`src/rtl/i2c_target_pkg.sv`:
```
package i2c_target_pkg;

    typedef enum logic [2:0] {
        PH_IDLE,
        PH_ADDR,
        PH_ADDR_ACK,
        PH_WR_DATA,
        PH_WR_ACK,
        PH_RD_WAIT,
        PH_RD_DATA,
        PH_RD_ACK
    } phase_e;

    typedef struct packed {
        logic match;
        logic rx;
        logic ack;
        logic nak;
        logic stop;
    } evt_s;

endpackage

```
`src/rtl/i2c_target_sync.sv`:
```
module i2c_target_sync #(
    parameter int STAGES = 2
) (
    input  logic clk,
    input  logic rst_n,
    input  logic scl_i,
    input  logic sda_i,
    output logic scl_lvl,
    output logic sda_lvl,
    output logic scl_rise,
    output logic scl_fall,
    output logic start_det,
    output logic stop_det
);
    // Index STAGES-1 is the synchronized level, index STAGES the previous one.
    localparam int TOP = STAGES;
    localparam int CUR = STAGES - 1;

    logic [TOP:0] scl_d, scl_q;
    logic [TOP:0] sda_d, sda_q;

    always_comb begin
        scl_d = {scl_q[TOP-1:0], scl_i};
        sda_d = {sda_q[TOP-1:0], sda_i};
    end

    always_ff @(posedge clk or negedge rst_n) begin
        if (!rst_n) begin
            scl_q <= '1;
            sda_q <= '1;
        end else begin
            scl_q <= scl_d;
            sda_q <= sda_d;
        end
    end

    assign scl_lvl   = scl_q[CUR];
    assign sda_lvl   = sda_q[CUR];
    assign scl_rise  = scl_q[CUR] & ~scl_q[TOP];
    assign scl_fall  = ~scl_q[CUR] & scl_q[TOP];
    assign start_det = scl_q[CUR] & scl_q[TOP] & ~sda_q[CUR] & sda_q[TOP];
    assign stop_det  = scl_q[CUR] & scl_q[TOP] & sda_q[CUR] & ~sda_q[TOP];

endmodule

```
`src/rtl/i2c_target_addr.sv`:
```
module i2c_target_addr #(
    parameter int DATA_W = 8
) (
    input  logic [DATA_W-1:0] frame,
    input  logic [DATA_W-2:0] own_addr,
    output logic              hit,
    output logic              is_read
);
    // Upper bits carry the address, bit 0 carries the direction (1 = read).
    assign hit     = (frame[DATA_W-1:1] == own_addr);
    assign is_read = frame[0];

endmodule

```
`src/rtl/i2c_target_engine.sv`:
```
module i2c_target_engine
    import i2c_target_pkg::*;
#(
    parameter int DATA_W = 8
) (
    input  logic              clk,
    input  logic              rst_n,
    input  logic              slv_en,
    input  logic              scl_lvl,
    input  logic              sda_lvl,
    input  logic              scl_rise,
    input  logic              scl_fall,
    input  logic              start_det,
    input  logic              stop_det,
    input  logic              addr_hit,
    input  logic              addr_rd,
    input  logic              tx_go,
    input  logic [DATA_W-1:0] tx_byte,
    output logic [DATA_W-1:0] frame,
    output logic [DATA_W-1:0] rx_buf,
    output logic [DATA_W-1:0] tx_buf,
    output logic              sda_low,
    output logic              scl_low,
    output evt_s              evt
);
    localparam int CNT_W = $clog2(DATA_W + 1);
    localparam logic [CNT_W-1:0] FULL = CNT_W'(DATA_W);
    localparam logic [CNT_W-1:0] ONE  = CNT_W'(1);

    typedef struct packed {
        phase_e            phase;
        logic [CNT_W-1:0]  bitcnt;
        logic [DATA_W-1:0] shreg;
        logic [DATA_W-1:0] rbuf;
        logic [DATA_W-1:0] tbuf;
        logic              sda_low;
        logic              scl_low;
        logic              rd_dir;
        evt_s              ev;
    } core_s;

    core_s d, q;

    always_comb begin
        d    = q;
        d.ev = '0;
        if (!slv_en) begin
            // disabled responder stays off the bus
            d.phase   = PH_IDLE;
            d.bitcnt  = '0;
            d.sda_low = 1'b0;
            d.scl_low = 1'b0;
        end else if (stop_det) begin

            d.ev.stop = 1'b1;
            d.phase   = PH_IDLE;
            d.sda_low = 1'b0;
            d.scl_low = 1'b0;
        end else if (start_det) begin
            // any start, repeated or not, restarts the address phase
            d.phase   = PH_ADDR;
            d.bitcnt  = '0;
            d.sda_low = 1'b0;
            d.scl_low = 1'b0;
        end else begin
            case (q.phase)
                PH_ADDR, PH_WR_DATA: begin
                    if (scl_rise && q.bitcnt != FULL) begin
                        d.shreg  = {q.shreg[DATA_W-2:0], sda_lvl};
                        d.bitcnt = q.bitcnt + ONE;
                    end
                    if (scl_fall && q.bitcnt == FULL) begin
                        if (q.phase == PH_WR_DATA) begin

                            d.ev.rx   = 1'b1;
                            d.rbuf    = q.shreg;
                            d.sda_low = 1'b1;
                            d.phase   = PH_WR_ACK;
                        end else if (addr_hit) begin

                            d.ev.match = 1'b1;
                            d.ev.rx    = 1'b1;
                            d.rbuf     = q.shreg;
                            d.sda_low  = 1'b1;
                            d.rd_dir   = addr_rd;
                            d.phase    = PH_ADDR_ACK;
                        end else begin
                            // foreign address, wait for next start
                            d.phase = PH_IDLE;
                        end
                    end
                end
                PH_ADDR_ACK, PH_WR_ACK: begin
                    if (scl_fall) begin
                        d.sda_low = 1'b0;
                        d.bitcnt  = '0;
                        if (q.phase == PH_ADDR_ACK && q.rd_dir) begin
                            d.phase   = PH_RD_WAIT;
                            d.scl_low = 1'b1;
                        end else begin
                            d.phase = PH_WR_DATA;
                        end
                    end
                end
                PH_RD_WAIT: begin
                    // SCL held until software arms the byte
                    if (tx_go) begin
                        d.tbuf    = tx_byte;
                        d.shreg   = tx_byte;
                        d.sda_low = ~tx_byte[DATA_W-1];
                        d.scl_low = 1'b0;
                        d.bitcnt  = ONE;
                        d.phase   = PH_RD_DATA;
                    end
                end
                PH_RD_DATA: begin
                    if (scl_fall) begin
                        if (q.bitcnt == FULL) begin
                            d.sda_low = 1'b0;
                            d.phase   = PH_RD_ACK;
                        end else begin
                            d.shreg   = {q.shreg[DATA_W-2:0], 1'b0};
                            d.sda_low = ~q.shreg[DATA_W-2];
                            d.bitcnt  = q.bitcnt + ONE;
                        end
                    end
                end
                PH_RD_ACK: begin

                    if (scl_rise) begin
                        if (!sda_lvl) begin
                            d.ev.ack = 1'b1;
                            d.bitcnt = '0;
                        end else begin
                            d.ev.nak = 1'b1;
                            d.phase  = PH_IDLE;
                        end
                    end else if (scl_fall && q.bitcnt == '0) begin
                        d.phase   = PH_RD_WAIT;
                        d.scl_low = 1'b1;
                    end
                end
                default: begin
                    d.phase = PH_IDLE;
                end
            endcase
        end
    end

    always_ff @(posedge clk or negedge rst_n) begin
        if (!rst_n) begin
            q <= '0;
        end else begin
            q <= d;
        end
    end

    assign frame   = q.shreg;
    assign rx_buf  = q.rbuf;
    assign tx_buf  = q.tbuf;
    assign sda_low = q.sda_low;
    assign scl_low = q.scl_low;
    assign evt     = q.ev;

    AST_SDA_MOVES_SCL_LOW: assert property (@(posedge clk) disable iff (!rst_n)
        !$stable(q.sda_low) |-> (!$past(scl_lvl) || $past(stop_det) || $past(start_det) || !$past(slv_en)));

    AST_SCL_FREED_BY_GO: assert property (@(posedge clk) disable iff (!rst_n)
        $fell(q.scl_low) |-> ($past(tx_go) || $past(stop_det) || $past(start_det) || !$past(slv_en)));

    AST_MATCH_DRIVES_ACK: assert property (@(posedge clk) disable iff (!rst_n)
        q.ev.match |-> (q.phase == PH_ADDR_ACK && q.sda_low));

    AST_NAK_FREES_BUS: assert property (@(posedge clk) disable iff (!rst_n)
        q.ev.nak |-> (!q.sda_low && !q.scl_low && q.phase == PH_IDLE));

    AST_DISABLED_QUIET: assert property (@(posedge clk) disable iff (!rst_n)
        !slv_en |=> (!q.sda_low && !q.scl_low && q.ev == '0));

    AST_STOP_RELEASES: assert property (@(posedge clk) disable iff (!rst_n)
        (slv_en && stop_det) |=> (!q.sda_low && !q.scl_low && q.ev.stop));

endmodule

```
`src/rtl/i2c_target_resp.sv`:
```
module i2c_target_resp
    import i2c_target_pkg::*;
#(
    parameter int DATA_W      = 8,
    parameter int SYNC_STAGES = 2
) (
    input  logic                clk,
    input  logic                rst_n,
    input  logic                slave_en,
    input  logic [DATA_W-2:0]   dev_addr,
    input  logic                scl_i,
    input  logic                sda_i,
    output logic                scl_oe,
    output logic                sda_oe,
    input  logic                tx_go,
    input  logic [DATA_W-1:0]   tx_byte,
    output logic [2*DATA_W-1:0] byte_buf,
    output logic                ev_match,
    output logic                ev_rx_done,
    output logic                ev_tx_ack,
    output logic                ev_tx_nak,
    output logic                ev_stop
);
    logic scl_lvl, sda_lvl, scl_rise, scl_fall, start_det, stop_det;
    logic addr_hit, addr_rd;
    logic [DATA_W-1:0] frame, rx_buf, tx_buf;
    evt_s evt;

    i2c_target_sync #(.STAGES(SYNC_STAGES)) u_sync (
        .clk       (clk),
        .rst_n     (rst_n),
        .scl_i     (scl_i),
        .sda_i     (sda_i),
        .scl_lvl   (scl_lvl),
        .sda_lvl   (sda_lvl),
        .scl_rise  (scl_rise),
        .scl_fall  (scl_fall),
        .start_det (start_det),
        .stop_det  (stop_det)
    );

    i2c_target_addr #(.DATA_W(DATA_W)) u_addr (
        .frame    (frame),
        .own_addr (dev_addr),
        .hit      (addr_hit),
        .is_read  (addr_rd)
    );

    i2c_target_engine #(.DATA_W(DATA_W)) u_engine (
        .clk       (clk),
        .rst_n     (rst_n),
        .slv_en    (slave_en),
        .scl_lvl   (scl_lvl),
        .sda_lvl   (sda_lvl),
        .scl_rise  (scl_rise),
        .scl_fall  (scl_fall),
        .start_det (start_det),
        .stop_det  (stop_det),
        .addr_hit  (addr_hit),
        .addr_rd   (addr_rd),
        .tx_go     (tx_go),
        .tx_byte   (tx_byte),
        .frame     (frame),
        .rx_buf    (rx_buf),
        .tx_buf    (tx_buf),
        .sda_low   (sda_oe),
        .scl_low   (scl_oe),
        .evt       (evt)
    );

    assign byte_buf   = {rx_buf, tx_buf};
    assign ev_match   = evt.match;
    assign ev_rx_done = evt.rx;
    assign ev_tx_ack  = evt.ack;
    assign ev_tx_nak  = evt.nak;
    assign ev_stop    = evt.stop;

endmodule

```
`config.mk`:
```
export PLATFORM = sky130hd
export DESIGN_NAME = i2c_target_resp
export DESIGN_NICKNAME = d
export VERILOG_FILES = /design/src/rtl/i2c_target_pkg.sv /design/src/rtl/i2c_target_sync.sv /design/src/rtl/i2c_target_addr.sv /design/src/rtl/i2c_target_engine.sv /design/src/rtl/i2c_target_resp.sv
export SDC_FILE = /design/constraint.sdc
export NUM_CORES = 1
export LEC_CHECK = 0
export BUFFER_PORTS_ARGS = -buffer_cell sky130_fd_sc_hd__buf_4
export CAP_MARGIN = 25
export CELL_PAD_IN_SITES_DETAIL_PLACEMENT = 1
export CELL_PAD_IN_SITES_GLOBAL_PLACEMENT = 1
export CORE_ASPECT_RATIO = 0.9
export CORE_MARGIN = 5
export CORE_UTILIZATION = 30
export CTS_CLUSTER_DIAMETER = 120
export CTS_CLUSTER_SIZE = 16
export DETAILED_ROUTE_END_ITERATION = 12
export GPL_TIMING_DRIVEN = 0
export HOLD_SLACK_MARGIN = 0.12
export PLACE_DENSITY = 0.7
export SETUP_SLACK_MARGIN = 0.3
export SYNTH_ARGS = -nofsm -noshare
export SYNTH_HDL_FRONTEND = slang
export SYNTH_SLANG_ARGS = --single-unit
```
`constraint.sdc`:
```
create_clock -name clk -period 3 [get_ports clk]
set_clock_uncertainty 0.05 [all_clocks]
set_input_delay 0.3 -clock clk [delete_from_list [all_inputs] [get_ports clk]]
set_output_delay 0.3 -clock clk [all_outputs]
set_load 0.01 [all_outputs]
```
==> out/results.txt, run 1 <==
Crit Path Category: reg2reg
synthesis-stage register bit count: 45
clock sinks: 45
via count: 1867
Reg2Reg Setup Slack: 0.65 ns
starting density of the core: 0.307
Ys Warns: 0
Synth area leader: dfrtp_1
run status: completed
FMAX: 425 MHz
CTS H-tree depth: 2
# fillers: 919
final setup vio count: 0
Gate power share: 0.204
Net Switching: 411 µW
unrepaired setup endpoints after global routing: no
mux cell area share after synthesis: 0.166
total grt overflow: 0
Top FF cell, synth: dfrtp_1
RD Place Congestion: 0.793
top post-synthesis cells by area: dfrtp_1 (39%), mux2_2 (11%), dfstp_2 (6.4%)
Clk pwr share: 0.271
DR DRC count: 0
syn_nets: 251
initial antenna violation count: 0
R2R depth: 4
PD cells: 474 nW/µm²
switching portion of total power: 0.285
TritonCTS Buffers: 5
r2r endpoint: u_engine.tx_buf[7]
ys async rst share: 1.00
main combinational cell family by area after synthesis: multiplexers
DRT Wirelength: 6190 µm
crit start category: flop
clk buf depth: 2
cell area after synthesis: 2480 µm²
critical path fanouts, max: 10
Core Rows: 31
chip height: 96.3 µm
DR WL/cell: 16.3 µm
HPWL Detailed: 4540 µm
max cap viols: 0
number of distinct library cells after synthesis: 49
Worst setup EP type: flop
worst hold stages: 2
first-pass GRT wire length: 10700 µm
Overall Global Routing Usage: 0.131
XOR/XNOR Fraction of Synth Area: 0.0318
crit path time final: 2.35 ns
Worst VDD drop: 153 µV
Worst-Margin Slew: 0.745 ns
ANT cells: 0
number of global-route vias before repair: 2064
Hold Path Sink: u_engine.tx_buf[6]
nets: 304
Synth Area in Adders: 0.0101
leading cell type in the layout, fill and taps excluded: buf_4
syn_area_per_cell: 10.9 µm²
total chip power: 1.44 mW
PortBufs: 43
top cell type's share of synthesized area: 0.394
largest net degree at the start of global routing: 46
fin crit share: 0.784
core box area: 8070 µm²
Hold Path Origin: tx_byte[6]
DRT antenna net count: 0
Min-Delay Path Class: in2reg
CTS tree: yes
P_leak: 1.44 nW
R2R Path Start: u_engine.q[38]
Post-Synthesis Cells: 228
Finished Core Util: 0.378
endpoints failing hold: 0
Simple-Gate Fraction of Synth Area: 0.147
EDFF count, synth: 0
required time of the critical path: 3.13 ns
1st-iter DRT viols: 127
Root Buffer: clkbuf_8
cell internal pwr: 1.03 mW
crit path DAT: 2.49 ns
fraction of layout cells with a size suffix above 1: 0.420
die area: 10200 µm²
CTS clk-pin slew, worst paths: 0.09 ns
Slew Limit Headroom: 0.498
part of the power in registers: 0.524
share of the yosys chip area belonging to registers: 0.457
commonest non-fill, non-tap cells in the layout: buf_4 (60), dfrtp_1 (39), mux2_2 (24), nand2_1 (20), o21ai_0 (15)
worst skew pair latency: 0.30 ns
1st-pass router iterations: 4
Pins Over Slew Limit: 0
setup TNS: 0 ns
width of the die: 106 µm
Synth Area in Compound Gates: 0.113
Layout area overhead: 22.9%
I/O pins: 44
routed vias/inst: 4.91
## how the worst max path moves through the flow
stage / slack [ns] / cells after the start / end / from
global placement: 0.71 / 4 / u_engine.tx_buf[1] / u_engine.q[38]
floorplan: 0.95 / 7 / u_engine.frame[0] / u_engine.q[36]
global route: 0.52 / 4 / u_engine.tx_buf[1] / u_engine.q[38]
finish: 0.65 / 4 / u_engine.tx_buf[7] / u_engine.q[38]
CTS: 0.67 / 4 / u_engine.tx_buf[7] / u_engine.q[38]
detailed placement: 0.70 / 4 / u_engine.tx_buf[1] / u_engine.q[38]
## synth_stat cells (4+ instances only)
library cell and number:
xnor2_1 6, mux2_2 24, nand2_1 20, a21oi_1 8
o21a_1 4, inv_1 7, nand2b_1 4, o21ai_0 15
buf_4 17, nor2_1 12, dfstp_2 6, nand3b_1 5
dfrtp_1 39, nor2b_1 5, mux2_4 8
## worst max-delay path: stages, from the launching register on
cell     delay (ns)
dfrtp_1        0.40
buf_2          0.22
buf_1          0.45
nand4_1        0.64
mux2_2         0.48
## cell families after synthesis
kind of cell	count (synthesis)
AOI/OAI and AO/OA	42
xor gates and xnor gates	9
adders and majority gates	2
buffers and inverters	30
DFF	45
muxes	34
and+or+nand+nor	66
## flip-flops by register name, indices dropped and copies added, names as in the netlist
| name | count |
|---|---|
| u_sync.sda_q | 3 |
| u_engine.evt | 5 |
| u_engine.scl_low | 1 |
| u_engine.tx_buf | 8 |
| u_engine.q | 8 |
| u_engine.sda_low | 1 |
| u_engine.frame | 8 |
| u_engine.rx_buf | 8 |
| u_sync.scl_q | 3 |
## final cells by class
class | instances | area (µm²) | area share
Buffer | 23 | 160 | 0.0526
Inverter | 7 | 26.3 | 0.00862
Multi-Input combinational cell | 153 | 1160 | 0.381
Clock buffer | 6 | 82.6 | 0.0271
Clock inverter | 1 | 7.51 | 0.00246
Tap cell | 99 | 124 | 0.0407
Timing Repair Buffer | 46 | 353 | 0.116
Sequential cell | 45 | 1130 | 0.372
## per-layer routing
| metal | share of wire | up-vias | GRT usage |
|---|---|---|---|
| li1 | - | 887 | - |
| met1 | 0.46 | 954 | 0.170 |
| met2 | 0.50 | 20 | 0.231 |
| met3 | 0.026 | 6 | 0.0195 |
| met4 | 0.010 | 0 | 0.0356 |
| met5 | 0 | - | 0 |
## stage by stage
| stage | hold slack (ns) | std cells | setup slack [ns] | cell area (µm²) |
|---|---|---|---|---|
| after floorplan | -0.0456 | 228 | 0.948 | 2480 |
| after global placement | 0.295 | 370 | 0.715 | 2930 |
| after detailed placement | 0.297 | 370 | 0.699 | 2930 |
| after CTS | 0.180 | 380 | 0.665 | 3050 |
| after global routing | 0.179 | 380 | 0.519 | 3050 |
| final | 0.183 | 380 | 0.647 | 3050 |
## power by group through the flow
stage               Clock [mW]  Combinational (mW)  Sequential [mW]
floorplan                    0               0.222            0.738
global placement             0               0.285            0.764
detailed placement           0               0.297            0.768
CTS                      0.407               0.301            0.757
global route             0.430               0.331            0.771
finish                   0.392               0.295            0.757
## timing repair
action,4_1_cts,5_1_grt
setup endpoints to repair,0,0
hold endpoints to repair,41,0
hold buffers,3,0
setup buffers,0,0
gates resized for setup,0,0
Power figures use the tool's default switching activity.
==> run 2, diff against run 1 <==
==> constraint.sdc (replaced) <==
create_clock -name clk -period 2.5 [get_ports clk]
set_clock_uncertainty 0.05 [all_clocks]
set_input_delay 0.25 -clock clk [delete_from_list [all_inputs] [get_ports clk]]
set_output_delay 0.25 -clock clk [all_outputs]
set_load 0.01 [all_outputs]
==> out/results.txt, run 2 (synthesis gave the netlist of run 1 again) <==
required time of the critical path: 2.63 ns
fraction of layout cells with a size suffix above 1: 0.479
FMAX: 470 MHz
worst skew pair latency: 0.30 ns
die area: 10200 µm²
Crit Path Category: reg2reg
DRT Wirelength: 6410 µm
setup TNS: 0 ns
nets: 313
final setup vio count: 0
RD Place Congestion: 0.793
via count: 1910
TritonCTS Buffers: 5
initial antenna violation count: 0
cell area after layout: 3190 µm²
HPWL Detailed: 4540 µm
routed vias/inst: 4.91
width of the die: 106 µm
I/O pins: 44
total grt overflow: 0
Root Buffer: clkbuf_8
1st-pass router iterations: 4
starting density of the core: 0.307
leading cell type in the layout, fill and taps excluded: buf_4
P_leak: 1.51 nW
worst hold slack: 0.136 ns
Min-Delay Path Class: in2reg
Core Rows: 31
Pins Over Slew Limit: 0
largest net degree at the start of global routing: 46
DP Area: 2930 µm²
endpoints failing hold: 0
wl on met1: 2920 µm
uppermost layer routed: met4
critical path fanouts, max: 7
chip height: 96.3 µm
met2 wire length: 3250 µm
run status: completed
Finished Core Util: 0.395
Overall Global Routing Usage: 0.133
PD cells: 553 nW/µm²
number of global-route vias before repair: 2098
Worst setup EP type: flop
Worst-Margin Slew: 0.596 ns
crit path time final: 2.13 ns
Slew Limit Headroom: 0.599
crit start category: flop
first-pass GRT wire length: 10800 µm
Layout area overhead: 28.7%
DR DRC count: 0
Cells after DPL: 370
core box area: 8070 µm²
1st-iter DRT viols: 78
metal3 WL: 127 µm
Worst VDD drop: 168 µV
crit path DAT: 2.25 ns
clock sinks: 45
ANT cells: 0
commonest non-fill, non-tap cells in the layout: buf_4 (68), dfrtp_1 (39), mux2_2 (24), nand2_1 (17), o21ai_0 (14)
fin crit share: 0.851
# fillers: 911
CTS clk-pin slew, worst paths: 0.09 ns
fin cells: 389
PortBufs: 43
CTS tree: yes
clk buf depth: 2
max cap viols: 0
DR WL/cell: 16.5 µm
DRT antenna net count: 0
CTS H-tree depth: 2
unrepaired setup endpoints after global routing: no
[run 2: changes by cell type in the layout (fill, tap and decap cells not counted), sizes merged]
| cell | delta |
|---|---|
| buf | +8 |
| clkbuf | +1 |
[run 2: stage by stage]
step / worst slack, ns / power (mW)
global placement: 0.215 / 1.26
global route: 0.277 / 1.87
floorplan: 0.448 / 1.15
CTS: 0.239 / 1.78
detailed placement: 0.199 / 1.28
finish: 0.373 / 1.76
[run 2: area by class of cell]
type | count | area, µm² | area share
Buffer | 23 | 160 | 0.0502
Clock buffer | 6 | 82.6 | 0.0259
Clock inverter | 1 | 7.51 | 0.00235
Inverter | 7 | 26.3 | 0.00824
Multi-Input combinational cell | 153 | 1240 | 0.387
Sequential cell | 45 | 1130 | 0.355
Tap cell | 99 | 124 | 0.0388
Timing Repair Buffer | 55 | 420 | 0.132
[run 2: repair_timing]
item	CTS	global route
resized for setup	6	13
buffers inserted	3	5
pin swaps	1	4
setup endpoints to repair	17	18
hold buffers	3	0
endpoints found under the hold margin	41	0
cloned	1	0
[run 2: power breakdown]
part / switching [mW] / total, mW / internal, mW
Clock: 0.248 / 0.467 / 0.219
Combinational: 0.155 / 0.391 / 0.236
Sequential: 0.0981 / 0.906 / 0.808
[run 2: final timing paths]
| kind | cells after the start | slack (ns) | endpoint | startpoint |
|---|---|---|---|---|
| max in group asynchronous | 2 | 1.53 | u_engine.q[33] | rst_n |
| max | 6 | 0.37 | u_engine.q[37] | u_sync.scl_q[2] |
| min in group asynchronous | 2 | 0.46 | u_engine.rx_buf[1] | rst_n |
| min | 2 | 0.14 | u_engine.tx_buf[6] | tx_byte[6] |
| max reg2reg | 6 | 0.37 | u_engine.q[37] | u_sync.scl_q[2] |
| min reg2reg | 0 | 0.31 | u_sync.scl_q[1] | u_sync.scl_q[0] |
[run 2: metal layers]
metal	vias up	track usage
met2	23	0.236
met4	0	0.0356
met5	-	0
met3	9	0.0195
li1	908	-
met1	970	0.170
[run 2: worst max-delay path, stage by stage, from the launching register on]
cell and delay (ns):
dfstp_2 0.59, nand2b_4 0.11, nor4b_4 0.32, o22ai_1 0.15
or3_4 0.36, nand2_2 0.10, mux2_1 0.32
==> run 3, diff against run 2 <==
--- a/config.mk
+++ b/config.mk
@@ -11,13 +11,13 @@
 export CELL_PAD_IN_SITES_GLOBAL_PLACEMENT = 1
 export CORE_ASPECT_RATIO = 0.9
 export CORE_MARGIN = 5
-export CORE_UTILIZATION = 30
+export CORE_UTILIZATION = 40
 export CTS_CLUSTER_DIAMETER = 120
 export CTS_CLUSTER_SIZE = 16
 export DETAILED_ROUTE_END_ITERATION = 12
 export GPL_TIMING_DRIVEN = 0
 export HOLD_SLACK_MARGIN = 0.12
-export PLACE_DENSITY = 0.7
+export PLACE_DENSITY = 0.86
 export SETUP_SLACK_MARGIN = 0.3
 export SYNTH_ARGS = -nofsm -noshare
 export SYNTH_HDL_FRONTEND = slang
==> out/results.txt, run 3 (synthesis gave the netlist of run 1 again) <==
Root Buffer: clkbuf_8
starting density of the core: 0.408
clk buf depth: 2
wl on met1: 2790 µm
required time of the critical path: 2.64 ns
crit start category: flop
CTS tree: yes
1st-iter DRT viols: 90
Overall Global Routing Usage: 0.182
metal3 WL: 314 µm
initial antenna violation count: 0
DR DRC count: 0
DRT Wirelength: 6860 µm
DRT antenna net count: 0
HPWL Detailed: 4540 µm
Clk pwr share: 0.311
TritonCTS Buffers: 5
unrepaired setup endpoints after global routing: yes
Worst-Margin Slew: 0.578 ns
run status: completed
final setup vio count: 0
PD cells: 600 nW/µm²
critical path cell sequence: clkbuf_4 > or2_1 > a21oi_1 > a211oi_1 > or3_4 > nand2_1 > mux2_1
cell internal pwr: 1.39 mW
fin cells: 364
RD Place Congestion: 0.883
Slew Limit Headroom: 0.615
Crit Path Category: reg2reg
largest net degree at the start of global routing: 46
# fillers: 664
switching portion of total power: 0.287
CTS clk-pin slew, worst paths: 0.10 ns
nets: 314
met2 wire length: 3660 µm
via count: 1984
number of global-route vias before repair: 2208
Min-Delay Path Class: in2reg
I/O pins: 44
biggest cell delay along the critical path: 0.42 ns
chip height: 84.7 µm
max cap viols: 0
Worst setup EP type: flop
routed vias/inst: 5.45
setup TNS: 0 ns
fin crit share: 0.869
sequential cell area: 1130 µm²
PortBufs: 43
endpoints failing hold: 0
part of the power in registers: 0.465
leading cell type in the layout, fill and taps excluded: buf_4
first-pass GRT wire length: 11300 µm
clock sinks: 45
Gate power share: 0.223
DR WL/cell: 18.8 µm
ANT cells: 0
Finished Core Util: 0.533
uppermost layer routed: met4
fraction of layout cells with a size suffix above 1: 0.490
Slowest cell on crit path: dfrtp_1
Core Rows: 27
area of the multi-input gates: 1270 µm²
1st-pass router iterations: 4
width of the die: 93.0 µm
total grt overflow: 0
Pins Over Slew Limit: 0
Worst VDD drop: 351 µV
P_leak: 1.54 nW
Layout area overhead: 30.7%
die area: 7880 µm²
CTS H-tree depth: 2
commonest non-fill, non-tap cells in the layout: buf_4 (68), dfrtp_1 (39), mux2_2 (24), nand2_1 (18), o21ai_0 (14)
core box area: 6080 µm²
worst skew pair latency: 0.31 ns
Cells after DPL: 343
FMAX: 460 MHz
critical path fanouts, max: 10
Net Switching: 558 µW
crit path time final: 2.17 ns
crit path DAT: 2.31 ns
[run 3: cell types whose count changed in the layout (fill, tap and decap cells not counted), sizes merged]
cell / before / now
bufinv: 0 / 1
inv: 7 / 8
dlygate4sd3: 3 / 4
clkinvlp: 1 / 0
[run 3: path summary, 6_finish.rpt]
check / start / to / slack [ns] / cells after the start
min reg2reg: u_sync.sda_q[0] / u_sync.sda_q[1] / 0.31 / 0
max reg2reg: u_engine.q[38] / u_engine.q[37] / 0.33 / 7
max: u_engine.q[38] / u_engine.q[37] / 0.33 / 7
min: tx_byte[5] / u_engine.tx_buf[5] / 0.13 / 2
max in group asynchronous: rst_n / u_engine.q[34] / 1.54 / 2
min in group asynchronous: rst_n / u_engine.tx_buf[2] / 0.46 / 2
[run 3: metal layers]
metal | global-route usage | vias to the layer above
met4 | 0.0546 | 0
met5 | 0 | -
met2 | 0.327 | 48
met3 | 0.0332 | 8
li1 | - | 910
met1 | 0.219 | 1018
[run 3: power groups by stage]
| stage | clock network, mW | registers [mW] | logic [mW] |
|---|---|---|---|
| 3_3_place_gp | 0 | 0.915 | 0.337 |
| 4_1_cts | 0.619 | 0.907 | 0.405 |
| 3_5_place_dp | 0 | 0.924 | 0.362 |
| 6_report | 0.606 | 0.905 | 0.435 |
| 5_1_grt | 0.656 | 0.918 | 0.470 |
| 2_1_floorplan | 0 | 0.886 | 0.266 |
[run 3: per-stage QoR]
| stage | instance area, µm² | setup slack [ns] | hold WS (ns) | power [mW] |
|---|---|---|---|---|
| floorplan | 2480 | 0.448 | -0.0956 | 1.15 |
| global route | 3240 | 0.239 | 0.128 | 2.04 |
| CTS | 3130 | 0.291 | 0.124 | 1.93 |
| detailed placement | 2890 | 0.166 | 0.245 | 1.29 |
| global placement | 2890 | 0.276 | 0.238 | 1.25 |
| finish | 3240 | 0.327 | 0.126 | 1.95 |
[run 3: worst max-delay path: cells and delay by family, from the launching register on]
kind / cells / cell delay [ns]
and+or+nand+nor: 3 / 0.77
DFF: 1 / 0.42
muxes: 1 / 0.32
AOI/OAI and AO/OA: 2 / 0.29
buffers and inverters: 1 / 0.22
[run 3: timing repair]
item | in CTS | in global routing
resized for setup | 13 | 15
buffers inserted | 3 | 5
endpoints found under the setup margin | 25 | 19
hold buffers | 3 | 1
endpoints found under the hold margin | 41 | 1
pin swaps | 2 | 4
gates cloned | 1 | 0
[run 3: cell type report]
cell class / instances / area share
Inverter: 7 / 0.00810
Timing Repair Buffer: 56 / 0.134
Tap cell: 72 / 0.0278
Multi-Input combinational cell: 153 / 0.391
Clock inverter: 2 / 0.0127
Buffer: 23 / 0.0513
Sequential cell: 45 / 0.350
Clock buffer: 6 / 0.0255
